<file path="src/rtl/pwm_solve_pkg.sv">
// Package: shared constants, lookup functions and types of the PWM period search.
// Assumes the clock list is ordered slowest first, so entry 0 sets the size threshold.
package pwm_solve_pkg;

    localparam int NUM_CLK = 3;
    localparam int NUM_DIV = 4;
    localparam int M_MAX   = 7;

    localparam int CLK_W = $clog2(NUM_CLK);
    localparam int DIV_W = $clog2(NUM_DIV);
    localparam int M_W   = $clog2(M_MAX + 1);

    localparam int TICK_SHIFT = 6;   // 6-bit counter length as a shift
    localparam int WIDE_SHIFT = 3;   // extra shift for the 9-bit counter

    // Truncated nanosecond period of each reference clock.
    function automatic longint clk_period_ns(input int idx);
        case (idx)
            0:       return 64'd1000000000 / 64'd1024;
            1:       return 64'd1000000000 / 64'd32768;
            default: return 64'd1000000000 / 64'd19200000;
        endcase
    endfunction

    // Division factor behind each pre-divide code.
    function automatic longint div_factor(input int code);
        case (code)
            0:       return 64'd1;
            1:       return 64'd3;
            2:       return 64'd5;
            default: return 64'd6;
        endcase
    endfunction

    // Largest reachable step time; targets at or above it need the 9-bit counter.
    localparam longint SIZE_THRESH = (div_factor(NUM_DIV - 1) * clk_period_ns(0)) << M_MAX;

    typedef enum logic [1:0] {
        ST_IDLE,
        ST_PREP,
        ST_RUN
    } search_state_t;

    typedef struct packed {
        logic             size9;
        logic [CLK_W-1:0] clk_code;
        logic [DIV_W-1:0] div_code;
        logic [M_W-1:0]   exp_m;
    } pick_t;

endpackage

</file>
<file path="src/rtl/pwm_req_prep.sv">
// Module: request checker and target scaler.
// Checks the latched request against the range limits. Converts the period to
// nanoseconds in a product wide enough not to overflow, divides it by the counter
// length and picks the counter size. Purely combinational.
module pwm_req_prep
    import pwm_solve_pkg::*;
#(
    parameter int     PERIOD_W = 32,
    parameter int     NS_W     = 48,
    parameter int     TGT_W    = 32,
    parameter longint MIN_US   = 7,
    parameter longint MAX_US   = 384000000
) (
    input  logic [PERIOD_W-1:0] period_us,
    input  logic [PERIOD_W-1:0] duty_us,
    output logic                req_ok,
    output logic [TGT_W-1:0]    target,
    output logic                size9
);

    localparam logic [NS_W-1:0] NS_PER_US = NS_W'(1000);
    localparam logic [NS_W-1:0] THRESH    = NS_W'(SIZE_THRESH);

    logic [NS_W-1:0] period_ns;
    logic [NS_W-1:0] step_ns;

    // Range and ordering checks on the request.
    always_comb begin : range_check
        req_ok = (duty_us <= period_us)
              && (NS_W'(period_us) >= NS_W'(MIN_US))
              && (NS_W'(period_us) <= NS_W'(MAX_US));
    end

    // Scale to nanoseconds per counter step and choose the counter size.
    always_comb begin : scale
        period_ns = NS_W'(period_us) * NS_PER_US;
        step_ns   = period_ns >> TICK_SHIFT;
        size9     = (step_ns >= THRESH);
        target    = TGT_W'(size9 ? (step_ns >> WIDE_SHIFT) : step_ns);
    end

endmodule

</file>
<file path="src/rtl/pwm_tick_table.sv">
// Module: table of base step durations.
// Holds one constant per (clock, pre-divide) pair, equal to the factor times the
// clock period in ns. Returns the entry addressed by the select inputs, or 0 for
// an unused clock code.
module pwm_tick_table
    import pwm_solve_pkg::*;
#(
    parameter int TGT_W = 32
) (
    input  logic [CLK_W-1:0] sel_clk,
    input  logic [DIV_W-1:0] sel_div,
    output logic [TGT_W-1:0] base
);

    logic [TGT_W-1:0] tbl [NUM_CLK][NUM_DIV];

    for (genvar gc = 0; gc < NUM_CLK; gc++) begin : g_clk
        for (genvar gd = 0; gd < NUM_DIV; gd++) begin : g_div
            localparam longint ENTRY = clk_period_ns(gc) * div_factor(gd);
            assign tbl[gc][gd] = TGT_W'(ENTRY);
        end
    end

    // Read the addressed entry.
    always_comb begin : lookup
        base = '0;
        for (int c = 0; c < NUM_CLK; c++) begin
            for (int d = 0; d < NUM_DIV; d++) begin
                if (sel_clk == CLK_W'(c) && sel_div == DIV_W'(d)) begin
                    base = tbl[c][d];
                end
            end
        end
    end

endmodule

</file>
<file path="src/rtl/pwm_err_eval.sv">
// Module: candidate error evaluator.
// Forms the absolute difference between target and candidate. Flags when it beats
// the best so far (strictly), and when it grows over the previous step's error on
// a step other than the first of a pair. Purely combinational.
module pwm_err_eval #(
    parameter int TGT_W = 32
) (
    input  logic [TGT_W-1:0] target,
    input  logic [TGT_W-1:0] cand,
    input  logic [TGT_W-1:0] best_err,
    input  logic [TGT_W-1:0] prev_err,
    input  logic             first_step,
    output logic [TGT_W-1:0] cur_err,
    output logic             better,
    output logic             rising
);

    // Absolute difference and the two comparisons.
    always_comb begin : judge
        cur_err = (target > cand) ? (target - cand) : (cand - target);
        better  = (cur_err < best_err);
        rising  = !first_step && (cur_err > prev_err);
    end

endmodule

</file>
<file path="src/rtl/pwm_period_search.sv">
// Module: top of the PWM period parameter search.
// Takes a request on start while idle. Spends one cycle on validation and scaling,
// then evaluates one candidate per cycle in clock / pre-divide / exponent order, and
// pulses done with the chosen fields or the error flag. Results hold until the
// next accepted request completes. Requests arriving while busy are dropped.
module pwm_period_search
    import pwm_solve_pkg::*;
#(
    parameter int     PERIOD_W = 32,
    parameter int     NS_W     = 48,
    parameter int     TGT_W    = 32,
    parameter longint MIN_US   = 7,
    parameter longint MAX_US   = 384000000
) (
    input  logic                clk,
    input  logic                rst_n,
    input  logic                start,
    input  logic [PERIOD_W-1:0] period_us,
    input  logic [PERIOD_W-1:0] duty_us,
    output logic                busy,
    output logic                done,
    output logic                err,
    output logic                size9,
    output logic [CLK_W-1:0]    clk_code,
    output logic [DIV_W-1:0]    div_code,
    output logic [M_W-1:0]      exp_m
);

    localparam logic [CLK_W-1:0] LAST_CLK = CLK_W'(NUM_CLK - 1);
    localparam logic [DIV_W-1:0] LAST_DIV = DIV_W'(NUM_DIV - 1);
    localparam logic [M_W-1:0]   LAST_M   = M_W'(M_MAX);

    search_state_t       state;
    logic [PERIOD_W-1:0] req_period;
    logic [PERIOD_W-1:0] req_duty;
    logic [TGT_W-1:0]    target;
    logic                tgt_size9;
    logic [CLK_W-1:0]    ci;
    logic [DIV_W-1:0]    di;
    logic [M_W-1:0]      mi;
    logic [TGT_W-1:0]    cand;
    logic [TGT_W-1:0]    min_err;
    logic [TGT_W-1:0]    last_err;
    pick_t               best;
    pick_t               result;

    logic                prep_ok;
    logic [TGT_W-1:0]    prep_target;
    logic                prep_size9;
    logic [CLK_W-1:0]    sel_c;
    logic [DIV_W-1:0]    sel_d;
    logic [TGT_W-1:0]    table_base;
    logic [TGT_W-1:0]    cur_err;
    logic                better;
    logic                rising;
    logic                pair_end;
    logic                last_pair;
    pick_t               pick_now;

    pwm_req_prep #(
        .PERIOD_W (PERIOD_W),
        .NS_W     (NS_W),
        .TGT_W    (TGT_W),
        .MIN_US   (MIN_US),
        .MAX_US   (MAX_US)
    ) u_prep (
        .period_us (req_period),
        .duty_us   (req_duty),
        .req_ok    (prep_ok),
        .target    (prep_target),
        .size9     (prep_size9)
    );

    pwm_tick_table #(
        .TGT_W (TGT_W)
    ) u_table (
        .sel_clk (sel_c),
        .sel_div (sel_d),
        .base    (table_base)
    );

    pwm_err_eval #(
        .TGT_W (TGT_W)
    ) u_eval (
        .target     (target),
        .cand       (cand),
        .best_err   (min_err),
        .prev_err   (last_err),
        .first_step (mi == '0),
        .cur_err    (cur_err),
        .better     (better),
        .rising     (rising)
    );

    // Address of the next pair to load: the first pair in prep, else the successor.
    always_comb begin : next_pair
        sel_c = ci;
        sel_d = di;
        if (state == ST_PREP) begin
            sel_c = '0;
            sel_d = '0;
        end else if (di == LAST_DIV) begin
            sel_c = ci + 1'b1;
            sel_d = '0;
        end else begin
            sel_d = di + 1'b1;
        end
    end

    // End-of-pair, end-of-scan and the best pick including this cycle's candidate.
    always_comb begin : scan_status
        pair_end  = (mi == LAST_M) || rising;
        last_pair = (ci == LAST_CLK) && (di == LAST_DIV);
        pick_now  = best;
        if (better) begin
            pick_now.clk_code = ci;
            pick_now.div_code = di;
            pick_now.exp_m    = mi;
        end
        pick_now.size9 = tgt_size9;
    end

    // Control sequence: accept, validate and scale, scan, report.
    always_ff @(posedge clk) begin : seq
        if (!rst_n) begin
            state      <= ST_IDLE;
            req_period <= '0;
            req_duty   <= '0;
            target     <= '0;
            tgt_size9  <= 1'b0;
            ci         <= '0;
            di         <= '0;
            mi         <= '0;
            cand       <= '0;
            min_err    <= '1;
            last_err   <= '1;
            best       <= '0;
            result     <= '0;
            done       <= 1'b0;
            err        <= 1'b0;
        end else begin
            done <= 1'b0;
            case (state)
                ST_IDLE: begin
                    if (start) begin
                        req_period <= period_us;
                        req_duty   <= duty_us;
                        state      <= ST_PREP;
                    end
                end
                ST_PREP: begin
                    if (!prep_ok) begin
                        state  <= ST_IDLE;
                        done   <= 1'b1;
                        err    <= 1'b1;
                        result <= '0;
                    end else begin
                        target    <= prep_target;
                        tgt_size9 <= prep_size9;
                        ci        <= '0;
                        di        <= '0;
                        mi        <= '0;
                        cand      <= table_base;
                        min_err   <= '1;
                        last_err  <= '1;
                        best      <= '0;
                        state     <= ST_RUN;
                    end
                end
                ST_RUN: begin
                    if (better) begin
                        min_err <= cur_err;
                    end
                    best <= pick_now;
                    if (!rising) begin
                        last_err <= cur_err;
                    end
                    if (pair_end) begin
                        if (last_pair) begin
                            state  <= ST_IDLE;
                            done   <= 1'b1;
                            err    <= 1'b0;
                            result <= pick_now;
                        end else begin
                            ci   <= sel_c;
                            di   <= sel_d;
                            mi   <= '0;
                            cand <= table_base;
                        end
                    end else begin
                        mi   <= mi + 1'b1;
                        cand <= cand << 1;
                    end
                end
                default: state <= ST_IDLE;
            endcase
        end
    end

    // Output mapping.
    always_comb begin : outs
        busy     = (state != ST_IDLE);
        size9    = result.size9;
        clk_code = result.clk_code;
        div_code = result.div_code;
        exp_m    = result.exp_m;
    end

endmodule

</file>
<file path="config.mk">
export PLATFORM = sky130hd
export DESIGN_NAME = pwm_period_search
export DESIGN_NICKNAME = d
export VERILOG_FILES = /design/src/rtl/pwm_solve_pkg.sv /design/src/rtl/pwm_req_prep.sv /design/src/rtl/pwm_tick_table.sv /design/src/rtl/pwm_err_eval.sv /design/src/rtl/pwm_period_search.sv
export SDC_FILE = /design/constraint.sdc
export NUM_CORES = 1
export LEC_CHECK = 0
export BUFFER_PORTS_ARGS = -buffer_cell sky130_fd_sc_hd__buf_2
export CAP_MARGIN = 10
export CORE_MARGIN = 8
export CORE_UTILIZATION = 50
export DETAILED_ROUTE_END_ITERATION = 8
export PLACE_DENSITY = 0.67
export SYNTH_ARGS = -nofsm -noshare
export SYNTH_HDL_FRONTEND = slang
export SYNTH_SLANG_ARGS = --single-unit
</file>
<file path="constraint.sdc">
create_clock -name clk -period 7.84 [get_ports clk]
set_clock_uncertainty 0.2 [all_clocks]
set_input_delay 0.392 -clock clk [delete_from_list [all_inputs] [get_ports clk]]
set_output_delay 0.392 -clock clk [all_outputs]
set_load 0.1 [all_outputs]
</file>
==> flow_summary_export.csv <==
group,metric,value,unit
synth,avgSynthCellArea,8.18,sq um
global_routing,overflow,0,
final_layout,area_delta_synth_final,11.3,%
floorplan,die_h,220,um
floorplan,start_util,0.508,
outcome,status,"complete, no violations",
setup_path,cp_top_family,"compound AO/OA/AOI/OAI gates",
drt,drcViolationCount,0,
global_routing,grt_pass1_wl,92.9,mm
drt,drtIter0Drc,919,
clocking,clk_latency,0.56,ns
setup_path,cp_num_buf_inv,5,
final_layout,layout_common_cells,"inv_1 (329), nand2_1 (285), ha_1 (276)",
setup_path,crit_path_frequent_cell,"buf_4",
timing,rsz0062_at_grt,"no",
final_layout,final_cells,3180,
timing,timing.slew.headroom,0.218,
synth,synthArstFlopShare,0,
setup_path,cp_slowest_cell,"a2111oi_4",
floorplan,io_pins,78,
power_and_ir_drop,ir_worst_vdd,0.000216,V
timing,min_period_over_period,0.910,
drt,viasPerCell,5.66,
final_layout,nets,3095,
clocking,htreeDepth,1,
clocking,cts_root_buf,"clkbuf_16",
final_layout,drive_gt1_frac,0.0767,
setup_path,end_kind,"register",
setup_path,critPathMaxFanout,26,
drt,totalWireLength,56.1,mm
synth,ys_ff_latch,219,
setup_path,arrival,7.41,ns
setup_path,slowest_delay,0.50,ns
placed_design,place_inst,3070,
final_layout,diodes,0,
placed_design,hpwl,43.6,mm
timing,maxSlewViolCount,0,
drt,final_antenna_net_count,0,
final_layout,utilization,0.565,
timing,setup_tns,0,ns
timing,setup_viol,0,
timing,worst_pin_slew,1.17,ns
global_routing,grt_pass1_vias,18420,
final_layout,fill_cells,3765,
final_layout,multiInputGateArea,14700,sq um
timing,period_needed,7.14,ns
power_and_ir_drop,p_per_area,304,nW/um^2
final_layout,layout_commonest_cell,"inv_1",
setup_path,crit_required,8.11,ns
clocking,path_clk_slew,0.06,ns
setup_path,crit_type,"reg2reg",
final_layout,regArea,4380,sq um
global_routing,track_usage,0.232,
synth,synth_edf_count,0,
synth,synth-seq-area-share,0.210,
placed_design,gp_congestion,0.921,
min_path,hp-class,"reg2reg",
global_routing,grt_antenna_before_repair,0,
timing,max_clock_freq,140,MHz
clocking,cts_buffers,26,
drt,vias,17995,
synth,synth.distinct_cells,86,
synth,ys.flop_type,"dfxtp_1",
synth,syn_inst,2548,
floorplan,die_x,220,um
clocking,cts_buffer_depth,3,
timing,whs,0.258,ns
timing,worst_slack,0.702,ns
floorplan,dieArea,48500,sq um
timing,hold_viol_final,0,
floorplan,num_rows,74,
floorplan,core,41000,sq um
clocking,clock_sinks,219,
setup_path,crit_path_start_kind,"register",
placed_design,portBuffers,77,
clocking,cts_tree,"yes",
global_routing,grt_max_degree,65,
flow_run,cap_violations,0,
drt,wl_per_cell,17.6,um
synth,syn_nets,3011,
drt,dr.pass1.iters,7,
synth,ys_warn_count,0,
synth,netlist_area,20800,sq um
placed_design,pre_cts_ws,0.694,ns
power_and_ir_drop,p_leak,11.0,nW
==> cell usage after synthesis, types with 7 or more instances <==
cell type | n | area, sq um
o21bai_1 | 18 | 135
o22a_1 | 13 | 114
o211ai_1 | 22 | 165
mux2_2 | 14 | 158
nor3_1 | 38 | 190
xor2_1 | 18 | 158
a311oi_1 | 7 | 61.3
o21a_1 | 21 | 158
inv_1 | 329 | 1230
ha_1 | 276 | 3450
fa_1 | 120 | 2400
buf_1 | 12 | 45.0
a211oi_1 | 42 | 315
nor2b_1 | 18 | 113
clkbuf_1 | 77 | 289
nand4_1 | 40 | 250
a21o_1 | 77 | 578
nand2_1 | 286 | 1070
a21oi_1 | 248 | 1240
and4_1 | 9 | 78.8
or2_2 | 11 | 68.8
nand3_1 | 59 | 295
nor2_1 | 96 | 360
or3_1 | 9 | 56.3
a31oi_1 | 18 | 113
nand2b_1 | 19 | 119
o21ai_0 | 122 | 611
dfxtp_1 | 219 | 4380
buf_2 | 26 | 130
and3_1 | 18 | 113
o21ai_1 | 12 | 60.1
xnor2_1 | 40 | 350
o22ai_1 | 10 | 62.6
and2_1 | 12 | 75.1
a32oi_1 | 15 | 131
mux2i_1 | 68 | 681
==> final timing paths <==
path                                                 from                   endpoint  slack [ns]  cells past startpoint
worst max-delay path                 cand[0]$_SDFFE_PN0P_   div_code[0]$_SDFFE_PN0P_        0.70                     29
worst min register to register  req_duty[19]$_SDFFE_PN0P_  req_duty[19]$_SDFFE_PN0P_        0.26                      2
worst max register to register       cand[0]$_SDFFE_PN0P_   div_code[0]$_SDFFE_PN0P_        0.70                     29
worst min-delay path            req_duty[19]$_SDFFE_PN0P_  req_duty[19]$_SDFFE_PN0P_        0.26                      2
==> metrics by stage <==
step | total power [W] | area, sq um
6_report | 0.00704 | 23200
5_1_grt | 0.00768 | 23200
4_1_cts | 0.00706 | 23200
3_5_place_dp | 0.00584 | 21700
3_3_place_gp | 0.00577 | 21700
2_1_floorplan | 0.00471 | 20800
==> where the power goes <==
group / internal [W] / total [W] / switching (W)
clock network: 0.000662 / 0.00115 / 0.000488
logic: 0.00176 / 0.00463 / 0.00287
registers: 0.00119 / 0.00126 / 0.0000742
==> registers in the layout (all words and copies together), names as in the netlist, 2 cells and up <==
name,count
last_err,32
req_period,32
target,32
best,7
state,2
div_code,2
cand,32
min_err,32
ci,2
exp_m,3
mi,3
di,2
req_duty,32
clk_code,2
==> cells by family after synthesis <==
group | after synthesis | share of synthesized area
adder cells (fa/ha/maj) | 396 | 0.281
AO/OA/AOI/OAI | 705 | 0.217
flip-flops | 219 | 0.210
buffers and inverters | 452 | 0.0844
XOR/XNOR | 58 | 0.0244
multiplexers | 83 | 0.0410
AND/OR/NAND/NOR | 635 | 0.142
==> routing by layer <==
metal	part of all wire	track usage	vias up
met5	0	0	-
met4	0.034	0.0743	0
met3	0.032	0.0251	97
met2	0.48	0.410	333
met1	0.45	0.295	8584
li1	-	-	8981
==> cell type report <==
cell class,instances,area share
Clock buffer,39,0.0328
Tap cell,532,0.0287
Timing Repair Buffer,177,0.0589
Inverter,331,0.0536
Multi-Input combinational cell,1877,0.636
Clock inverter,5,0.00124
Sequential cell,219,0.189
==> worst min-delay path, stage by stage, from the launching register on <==
cell,delay [ns]
dfxtp_1,0.31
nand2_1,0.05
a21oi_1,0.05
==> repair_timing <==
item / in CTS / in global routing
hold buffers: 66 / 0
gates resized for setup: 0 / 0
hold endpoints to repair: 70 / 0
buffers inserted: 0 / 0
Power figures use the tool's default switching activity.
